## src/rtl/mii_rx_pkg.sv

```systemverilog
package mii_rx_pkg;

    parameter int NIB_W = 4;
    localparam int BYTE_W = 2 * NIB_W;

    typedef struct packed {
        logic [NIB_W-1:0] rxd;
        logic             dv;
        logic             er;
        logic             crs;
    } mii_smp_t;

    typedef struct packed {
        logic [BYTE_W-1:0] data;
        logic              sof;
        logic              eof;
        logic              err;
        logic              align;
    } rx_beat_t;

    typedef enum logic [1:0] {
        FS_IDLE = 2'd0,
        FS_TAKE = 2'd1,
        FS_DROP = 2'd2
    } frame_st_e;

    function automatic logic [BYTE_W-1:0] join_nibbles(
        input logic [NIB_W-1:0] lo,
        input logic [NIB_W-1:0] hi
    );
        return {hi, lo};
    endfunction

    function automatic logic [BYTE_W-1:0] pad_nibble(input logic [NIB_W-1:0] lo);
        return {{NIB_W{1'b0}}, lo};
    endfunction

    function automatic rx_beat_t make_beat(
        input logic [BYTE_W-1:0] data,
        input logic              sof,
        input logic              eof,
        input logic              err,
        input logic              align
    );
        rx_beat_t b;
        b.data  = data;
        b.sof   = sof;
        b.eof   = eof;
        b.err   = err;
        b.align = align;
        return b;
    endfunction

endpackage

```

## src/rtl/mii_rx_sampler.sv

```systemverilog
module mii_rx_sampler
    import mii_rx_pkg::*;
#(
    parameter int IN_STAGES = 1
) (
    input  logic             clk,
    input  logic             rst,
    input  logic [NIB_W-1:0] rxd,
    input  logic             dv,
    input  logic             er,
    input  logic             crs,
    output mii_smp_t         cur,
    output logic             start_pulse,
    output logic             end_pulse
);

    mii_smp_t stg [IN_STAGES];
    mii_smp_t raw;
    logic     dv_prev;

    always_comb begin
        raw.rxd = rxd;
        raw.dv  = dv;
        raw.er  = er;
        raw.crs = crs;
    end

    for (genvar g = 0; g < IN_STAGES; g++) begin : g_stage
        if (g == 0) begin : g_first
            always_ff @(posedge clk) begin
                if (rst) stg[g] <= '0;
                else     stg[g] <= raw;
            end
        end else begin : g_next
            always_ff @(posedge clk) begin
                if (rst) stg[g] <= '0;
                else     stg[g] <= stg[g-1];
            end
        end
    end

    always_ff @(posedge clk) begin
        if (rst) dv_prev <= 1'b0;
        else     dv_prev <= stg[IN_STAGES-1].dv;
    end

    assign cur         = stg[IN_STAGES-1];
    assign start_pulse = cur.dv & ~dv_prev;
    assign end_pulse   = ~cur.dv & dv_prev;

endmodule

```

## src/rtl/mii_rx_carrier_gate.sv

```systemverilog
module mii_rx_carrier_gate
    import mii_rx_pkg::*;
(
    input  logic     clk,
    input  logic     rst,
    input  mii_smp_t cur,
    input  logic     start_pulse,
    output logic     accept,
    output logic     armed
);

    logic armed_q;

    always_ff @(posedge clk) begin
        if (rst) begin
            armed_q <= 1'b1;
        end else if (start_pulse) begin
            armed_q <= 1'b0;
        end else if (!cur.dv && !cur.crs) begin
            armed_q <= 1'b1;
        end
    end

    assign armed  = armed_q;
    assign accept = start_pulse & armed_q;

endmodule

```

## src/rtl/mii_rx_packer.sv

```systemverilog
module mii_rx_packer
    import mii_rx_pkg::*;
(
    input  logic     clk,
    input  logic     rst,
    input  mii_smp_t cur,
    input  logic     start_pulse,
    input  logic     accept,
    output logic     beat_valid,
    output rx_beat_t beat
);

    frame_st_e         st_q;
    logic [NIB_W-1:0]  low_q;
    logic [BYTE_W-1:0] pend_q;
    logic              odd_q;
    logic              has_pend_q;
    logic              first_q;
    logic              err_q;

    always_ff @(posedge clk) begin
        if (rst) begin
            st_q       <= FS_IDLE;
            low_q      <= '0;
            pend_q     <= '0;
            odd_q      <= 1'b0;
            has_pend_q <= 1'b0;
            first_q    <= 1'b0;
            err_q      <= 1'b0;
            beat_valid <= 1'b0;
            beat       <= '0;
        end else begin
            beat_valid <= 1'b0;
            case (st_q)
                FS_IDLE: begin
                    if (start_pulse) begin
                        if (accept) begin
                            st_q       <= FS_TAKE;
                            low_q      <= cur.rxd;
                            odd_q      <= 1'b1;
                            has_pend_q <= 1'b0;
                            first_q    <= 1'b1;
                            err_q      <= cur.er;
                        end else begin
                            st_q <= FS_DROP;
                        end
                    end
                end
                FS_TAKE: begin
                    if (cur.dv) begin
                        err_q <= err_q | cur.er;
                        if (odd_q) begin
                            pend_q     <= join_nibbles(low_q, cur.rxd);
                            has_pend_q <= 1'b1;
                            odd_q      <= 1'b0;
                        end else begin
                            low_q <= cur.rxd;
                            odd_q <= 1'b1;
                            if (has_pend_q) begin
                                beat_valid <= 1'b1;
                                beat       <= make_beat(pend_q, first_q, 1'b0, 1'b0, 1'b0);
                                first_q    <= 1'b0;
                                has_pend_q <= 1'b0;
                            end
                        end
                    end else begin
                        st_q       <= FS_IDLE;
                        beat_valid <= 1'b1;
                        if (odd_q) begin
                            beat <= make_beat(pad_nibble(low_q), first_q, 1'b1, err_q, 1'b1);
                        end else begin
                            beat <= make_beat(pend_q, first_q, 1'b1, err_q, 1'b0);
                        end
                        first_q    <= 1'b0;
                        has_pend_q <= 1'b0;
                        odd_q      <= 1'b0;
                    end
                end
                FS_DROP: begin
                    if (!cur.dv) st_q <= FS_IDLE;
                end
                default: st_q <= FS_IDLE;
            endcase
        end
    end

endmodule

```

## src/rtl/mii_rx_assembler.sv

```systemverilog
module mii_rx_assembler
    import mii_rx_pkg::*;
#(
    parameter int IN_STAGES = 1
) (
    input  logic              rx_clk,
    input  logic              rst,
    input  logic [NIB_W-1:0]  mii_rxd,
    input  logic              mii_rx_dv,
    input  logic              mii_rx_er,
    input  logic              mii_crs,
    output logic              out_valid,
    output logic [BYTE_W-1:0] out_data,
    output logic              out_sof,
    output logic              out_eof,
    output logic              out_err,
    output logic              out_align
);

    mii_smp_t smp;
    logic     start_pulse;
    logic     end_pulse;
    logic     accept;
    logic     armed;
    logic     bv;
    rx_beat_t bt;

    mii_rx_sampler #(.IN_STAGES(IN_STAGES)) u_smp (
        .clk         (rx_clk),
        .rst         (rst),
        .rxd         (mii_rxd),
        .dv          (mii_rx_dv),
        .er          (mii_rx_er),
        .crs         (mii_crs),
        .cur         (smp),
        .start_pulse (start_pulse),
        .end_pulse   (end_pulse)
    );

    mii_rx_carrier_gate u_gate (
        .clk         (rx_clk),
        .rst         (rst),
        .cur         (smp),
        .start_pulse (start_pulse),
        .accept      (accept),
        .armed       (armed)
    );

    mii_rx_packer u_pack (
        .clk         (rx_clk),
        .rst         (rst),
        .cur         (smp),
        .start_pulse (start_pulse),
        .accept      (accept),
        .beat_valid  (bv),
        .beat        (bt)
    );

    logic unused_ok;
    assign unused_ok = end_pulse ^ armed;

    assign out_valid = bv;
    assign out_data  = bt.data;
    assign out_sof   = bt.sof;
    assign out_eof   = bt.eof;
    assign out_err   = bt.err;
    assign out_align = bt.align;

endmodule

```

## config.mk

```make
export PLATFORM = sky130hd
export DESIGN_NAME = mii_rx_assembler
export DESIGN_NICKNAME = d
export VERILOG_FILES = /design/src/rtl/mii_rx_pkg.sv /design/src/rtl/mii_rx_sampler.sv /design/src/rtl/mii_rx_carrier_gate.sv /design/src/rtl/mii_rx_packer.sv /design/src/rtl/mii_rx_assembler.sv
export SDC_FILE = /design/constraint.sdc
export NUM_CORES = 1
export LEC_CHECK = 0
export ABC_AREA = 1
export BUFFER_PORTS_ARGS = -buffer_cell sky130_fd_sc_hd__buf_2
export CAP_MARGIN = 10
export CORE_MARGIN = 4
export CORE_UTILIZATION = 40
export CTS_CLUSTER_SIZE = 30
export DETAILED_ROUTE_END_ITERATION = 6
export HOLD_SLACK_MARGIN = 0.08
export PLACE_DENSITY = 0.69
export SLEW_MARGIN = 10
export SYNTH_ARGS = -nofsm -noshare
export SYNTH_HDL_FRONTEND = slang
export SYNTH_HIERARCHICAL = 1
export SYNTH_SLANG_ARGS = --single-unit
```

## constraint.sdc

```tcl
create_clock -name rx_clk -period 4.6 [get_ports rx_clk]
set_clock_uncertainty 0.1 [all_clocks]
set_input_delay 0.69 -clock rx_clk [delete_from_list [all_inputs] [get_ports rx_clk]]
set_output_delay 0.69 -clock rx_clk [all_outputs]
set_load 0.02 [all_outputs]
```

* Word-level counts from Yosys, hierarchy flattened *
Memories as Yosys holds them, arrays and structs flattened.
Index checks and enable logic that the tools add are counted.

word-level totals
  bits in registers = 33
  RAM bits = 7
  output and inout port bits = 13
  word-level logic and storage cells = 89
  input port bits = 9
  memories = 1

cells by class
  bitwise logic cells = 5
  eq/ne operators = 11
  muxes and demuxes = 41
  reduce and logical (&&, ||, !) cells = 16

memory list
  name       words  bits a word  read ports  clocked after Yosys merged registers in  wr ports  RTL line              source
  u_smp.stg  1      7            1           0                                        1         mii_rx_sampler.sv:17  mii_smp_t stg [IN_STAGES];

operators with widths
  operator            count
  $mux 12             4
  $mux 1              23
  $mux 4              4
  $ne 2x2->1 const B  6
  $reduce_and 5->1    2
  $reduce_and 3->1    3
  $pmux 1 s2          4
  $pmux 4 s2          1
  $mux 7              1
  $reduce_or 7->1     1
  $mux 2              3
  $ne 3x3->1 const B  2
  $pmux 2 s2          1
  $reduce_and 4->1    1
  $reduce_bool 2->1   2
  $reduce_or 2->1     2
  $and 1x1->1         2
  $eq 2x1->1 const B  1
  $eq 2x2->1 const B  1
  $logic_not 1->1     2
  $logic_not 2->1     1
  $ne 2x1->1 const B  1
  $not 1->1           2
  $reduce_and 2->1    1
  other kinds (2)     2

* Logic depth before layout (Yosys ltp) *
  word-level depth = 6
  gate-level depth with buffers = 10
  mapped depth without buffers = 9

* Modules after synthesis *
The synthesis kept the hierarchy.

modules (own cells, without submodules)
  module               times used  seq. area each (µm²)  area each (µm²)  cells an instance
  mii_rx_packer        1           620.6                 1388.8           193
  mii_rx_sampler       1           160.2                 242.7            28
  mii_rx_carrier_gate  1           20.0                  51.3             9

* Worst setup path after synthesis *
Ideal clock, no wire load.

  kind = reg2reg
  start point = mem u_smp/stg[0][2] (netlist bit)
  end point = reg u_pack.low_q[2]
  path buffers = 1
  cell stages (with the launch flop) = 11
  data required time = 4385 ps
  period minus slack after synthesis = 1452 ps
  arrival = 1237 ps
  library setup time = 115 ps
  slack = 3148 ps
  cell sequence = dfxtp_1 -> inv_1 -> nor2_1 -> nand2_1 -> inv_1 -> nand3_1 -> nand2_2 -> buf_6 -> nand3b_1 -> nand2_1 -> nor2_1

between the ends
  longest elaborated chain between the ends = 5
  elaborated cells between the ends (all ways) = 7
  those cells by class = 3 x eq/ne; 2 x bitwise; 1 x reduce/logical; 1 x memory

ends and longest elaborated chain
  what                               RTL line                   source
  start, declared                    mii_rx_sampler.sv:17
  $mem_v2 1x7                        -
  $and 1x1->1                        mii_rx_sampler.sv:48       assign start_pulse = cur.dv & ~dv_prev;
  named net start_pulse              mii_rx_assembler.sv:21     logic start_pulse;
  $and 1x1->1                        mii_rx_carrier_gate.sv:25  assign accept = start_pulse & armed_q;
  named net accept                   mii_rx_assembler.sv:23     logic accept;
  $ne 2x2->1 (no source line)        -
  $reduce_and 5->1 (no source line)  -
  end signal, assigned               mii_rx_packer.sv:39        low_q <= cur.rxd;
  end signal, assigned               mii_rx_packer.sv:57        low_q <= cur.rxd;
  end, declared                      mii_rx_packer.sv:14        logic [NIB_W-1:0] low_q;

The timed path passes the listed nets, and every way through them passes these cells.
A chain may end at the register's enable or synchronous reset.

* Worst setup path after layout *
  start point = mem u_smp/stg[0][2] (netlist bit)
  end point = reg u_pack.low_q[3]

The elaborated chain is that of the path after synthesis.

==> flow_metrics.tcl <==
set metrics [dict create \
    cts_hold_buf 0 \
    drt-initial-drc-count 54 \
    clk-insertion-delay-late_ps 290 \
    pwr-share-clk_pct 25.2 \
    p_per_area_nw_per_um2 507 \
    syn_area_per_cell_um2 7.35 \
    critPathArrivalTime_ps 1990 \
    path_buf_inv 2 \
    grt_pass1_vias 1181 \
    antenna_cells 0 \
    slowest_delay_ps 590 \
    multiInputGateArea_um2 676 \
    tns_ps 0 \
    postSynthCellCount 228 \
    antenna_found_initial 0 \
    clock-root-buffer "clkbuf_8" \
    setup_viol 0 \
    grt_first_pass_wirelength_mm 5.25 \
    overflow 0 \
    rsz0062_at_grt "no" \
    fin_nets 259 \
    core_um2 4030 \
    p_int_mw 0.614 \
    cp_max_fo 13 \
    num_io_pins 22 \
    wl_per_cell_um 10.2 \
    postCtsSetupBuffers 0 \
    wl_mm 3.05 \
    clock_sinks 40 \
    drt-vias-per-instance 4.54 \
    portBuffers 21 \
    yosysWarnings 6 \
    combPwrFrac_pct 29.3 \
    drive_above_1_share_pct 13.3 \
    drc 0 \
    period_share_pct 41.4 \
    maxCapViolCount 0 \
    regArea_um2 801 \
    status "finished clean" \
    rows 23 \
    drtPass1Iterations 4 \
    start_util_pct 41.6 \
    syn_to_final_growth_pct 10.9 \
    pre_cts_ws_ps 2680 \
    synth_nets 240 \
    layout_min_cycle_time_ps 1900 \
    htreeDepth 2 \
    end_kind "flop" \
    hold_class "reg -> reg" \
    swShare_pct 34.9 \
    seq_power_share_pct 45.5 \
    fillers 437 \
    path_cells "inv_1, nor2_1, nand2_1, inv_1, nand3_1, nand2_2, nand3b_1, nand2_1, nor2_1" \
    crit_path_top_delay_cell "dfxtp_1" \
    synth_area_um2 1680 \
    relSlewSlack_pct 69.1 \
    die_w_um 72.7 \
    routabilityCongestion 0.810 \
    crit_required_ps 4690 \
    switching_power_mw 0.329 \
    startpoint_type "flop" \
    place_area_um2 1770 \
    antenna_left 0 \
    die_y_um 72.7 \
    fin_area_um2 1860 \
    dr_total_vias 1353 \
    worst_slew_pin_slew_ps 463 \
    cts_tree "done" \
    cts.path.max_buffers 2 \
    die-area_um2 5290 \
    grt_max_degree 27 \
    hold_viol 0 \
    fmax_mhz 525 \
    post-dp-hpwl_mm 2.05 \
    p_leak_nw 0.880 \
    final.setup.worst_slack_ps 2700 \
    ir_drop_mv 0.249 \
    grt_usage_pct 12.9 \
    slew_viol_final 0 \
    postCtsResizedCells 0 \
    crit_family "simple AND/OR/NAND/NOR gates" \
    path_clk_slew_ps 70 \
    cts_made_buffers 5 \
    crit_type "reg -> reg" \
]
cells in the final DEF, fill, tap and decap left out:
master and count:
clkbuf_1 2, buf_2 21, clkbuf_8 6, a21oi_1 24, nand2_2 3, nor2_1 31, nand3b_1 4, ha_1 3
a21boi_0 1, dfxtp_1 40, nand3_2 2, nand2_1 58, nand3_1 6, o21ai_1 5, o21ai_0 6, nor3_1 1
inv_1 33, nand4_1 1, nor2_4 1
power by group through the flow:
stage          clock network [mW]  logic (mW)  registers, mW
3_3_place_gp                    0       0.271          0.435
4_1_cts                     0.244       0.279          0.429
2_1_floorplan                   0       0.202          0.462
6_report                    0.238       0.276          0.429
3_5_place_dp                    0       0.278          0.436
5_1_grt                     0.255       0.324          0.435
worst reg2reg max path: stages (launching register included):
cell	delay [ps]
dfxtp_1	590
inv_1	110
nor2_1	210
nand2_1	80
inv_1	90
nand3_1	160
nand2_2	260
nand3b_1	110
nand2_1	70
nor2_1	40
through the flow:
stage / utilization (%) / power [mW] / cells / hold WS [ps]
2_1_floorplan: - / 0.664 / 228 / 329
5_1_grt: 46.1 / 1.01 / 298 / 381
3_5_place_dp: 43.9 / 0.715 / 290 / 347
6_report: 46.1 / 0.943 / 298 / 358
4_1_cts: 46.1 / 0.952 / 298 / 359
3_3_place_gp: 43.9 / 0.707 / 290 / 342
sequential cells by signal (all words and copies together), names as in the netlist, 2 cells and up:
register and cells:
u_pack/beat 12, u_pack/pend_q 8, u_smp/stg 7, u_pack/low_q 4
u_pack/st_q 2
area by class of cell:
type                       count  share of cell area [%]
inverter                      33                    6.67
sequential                    40                    43.1
timing repair buffer          21                    5.66
tap                           50                    3.37
multi-input combinational    146                    36.4
clock buffer                   8                    4.85
worst paths after layout:
path / startpoint / to / slack [ps] / depth (start not counted)
setup / recovery: u_smp/stg[0][2] / u_pack/low_q[3] / 2700 / 9
hold / removal: u_pack/pend_q[4] / u_pack/pend_q[4] / 360 / 2
setup reg to reg: u_smp/stg[0][2] / u_pack/low_q[3] / 2700 / 9
hold reg to reg: u_pack/pend_q[4] / u_pack/pend_q[4] / 360 / 2
layer usage:
metal | vias up | track usage [%] | wire length [um]
met4 | 0 | 6.76 | 64
li1 | 738 | - | -
met3 | 6 | 4.27 | 177
met5 | - | 0 | 0
met2 | 33 | 19.8 | 1310
met1 | 576 | 15.9 | 1510
No activity file was read; power rests on OpenSTA's default activity.
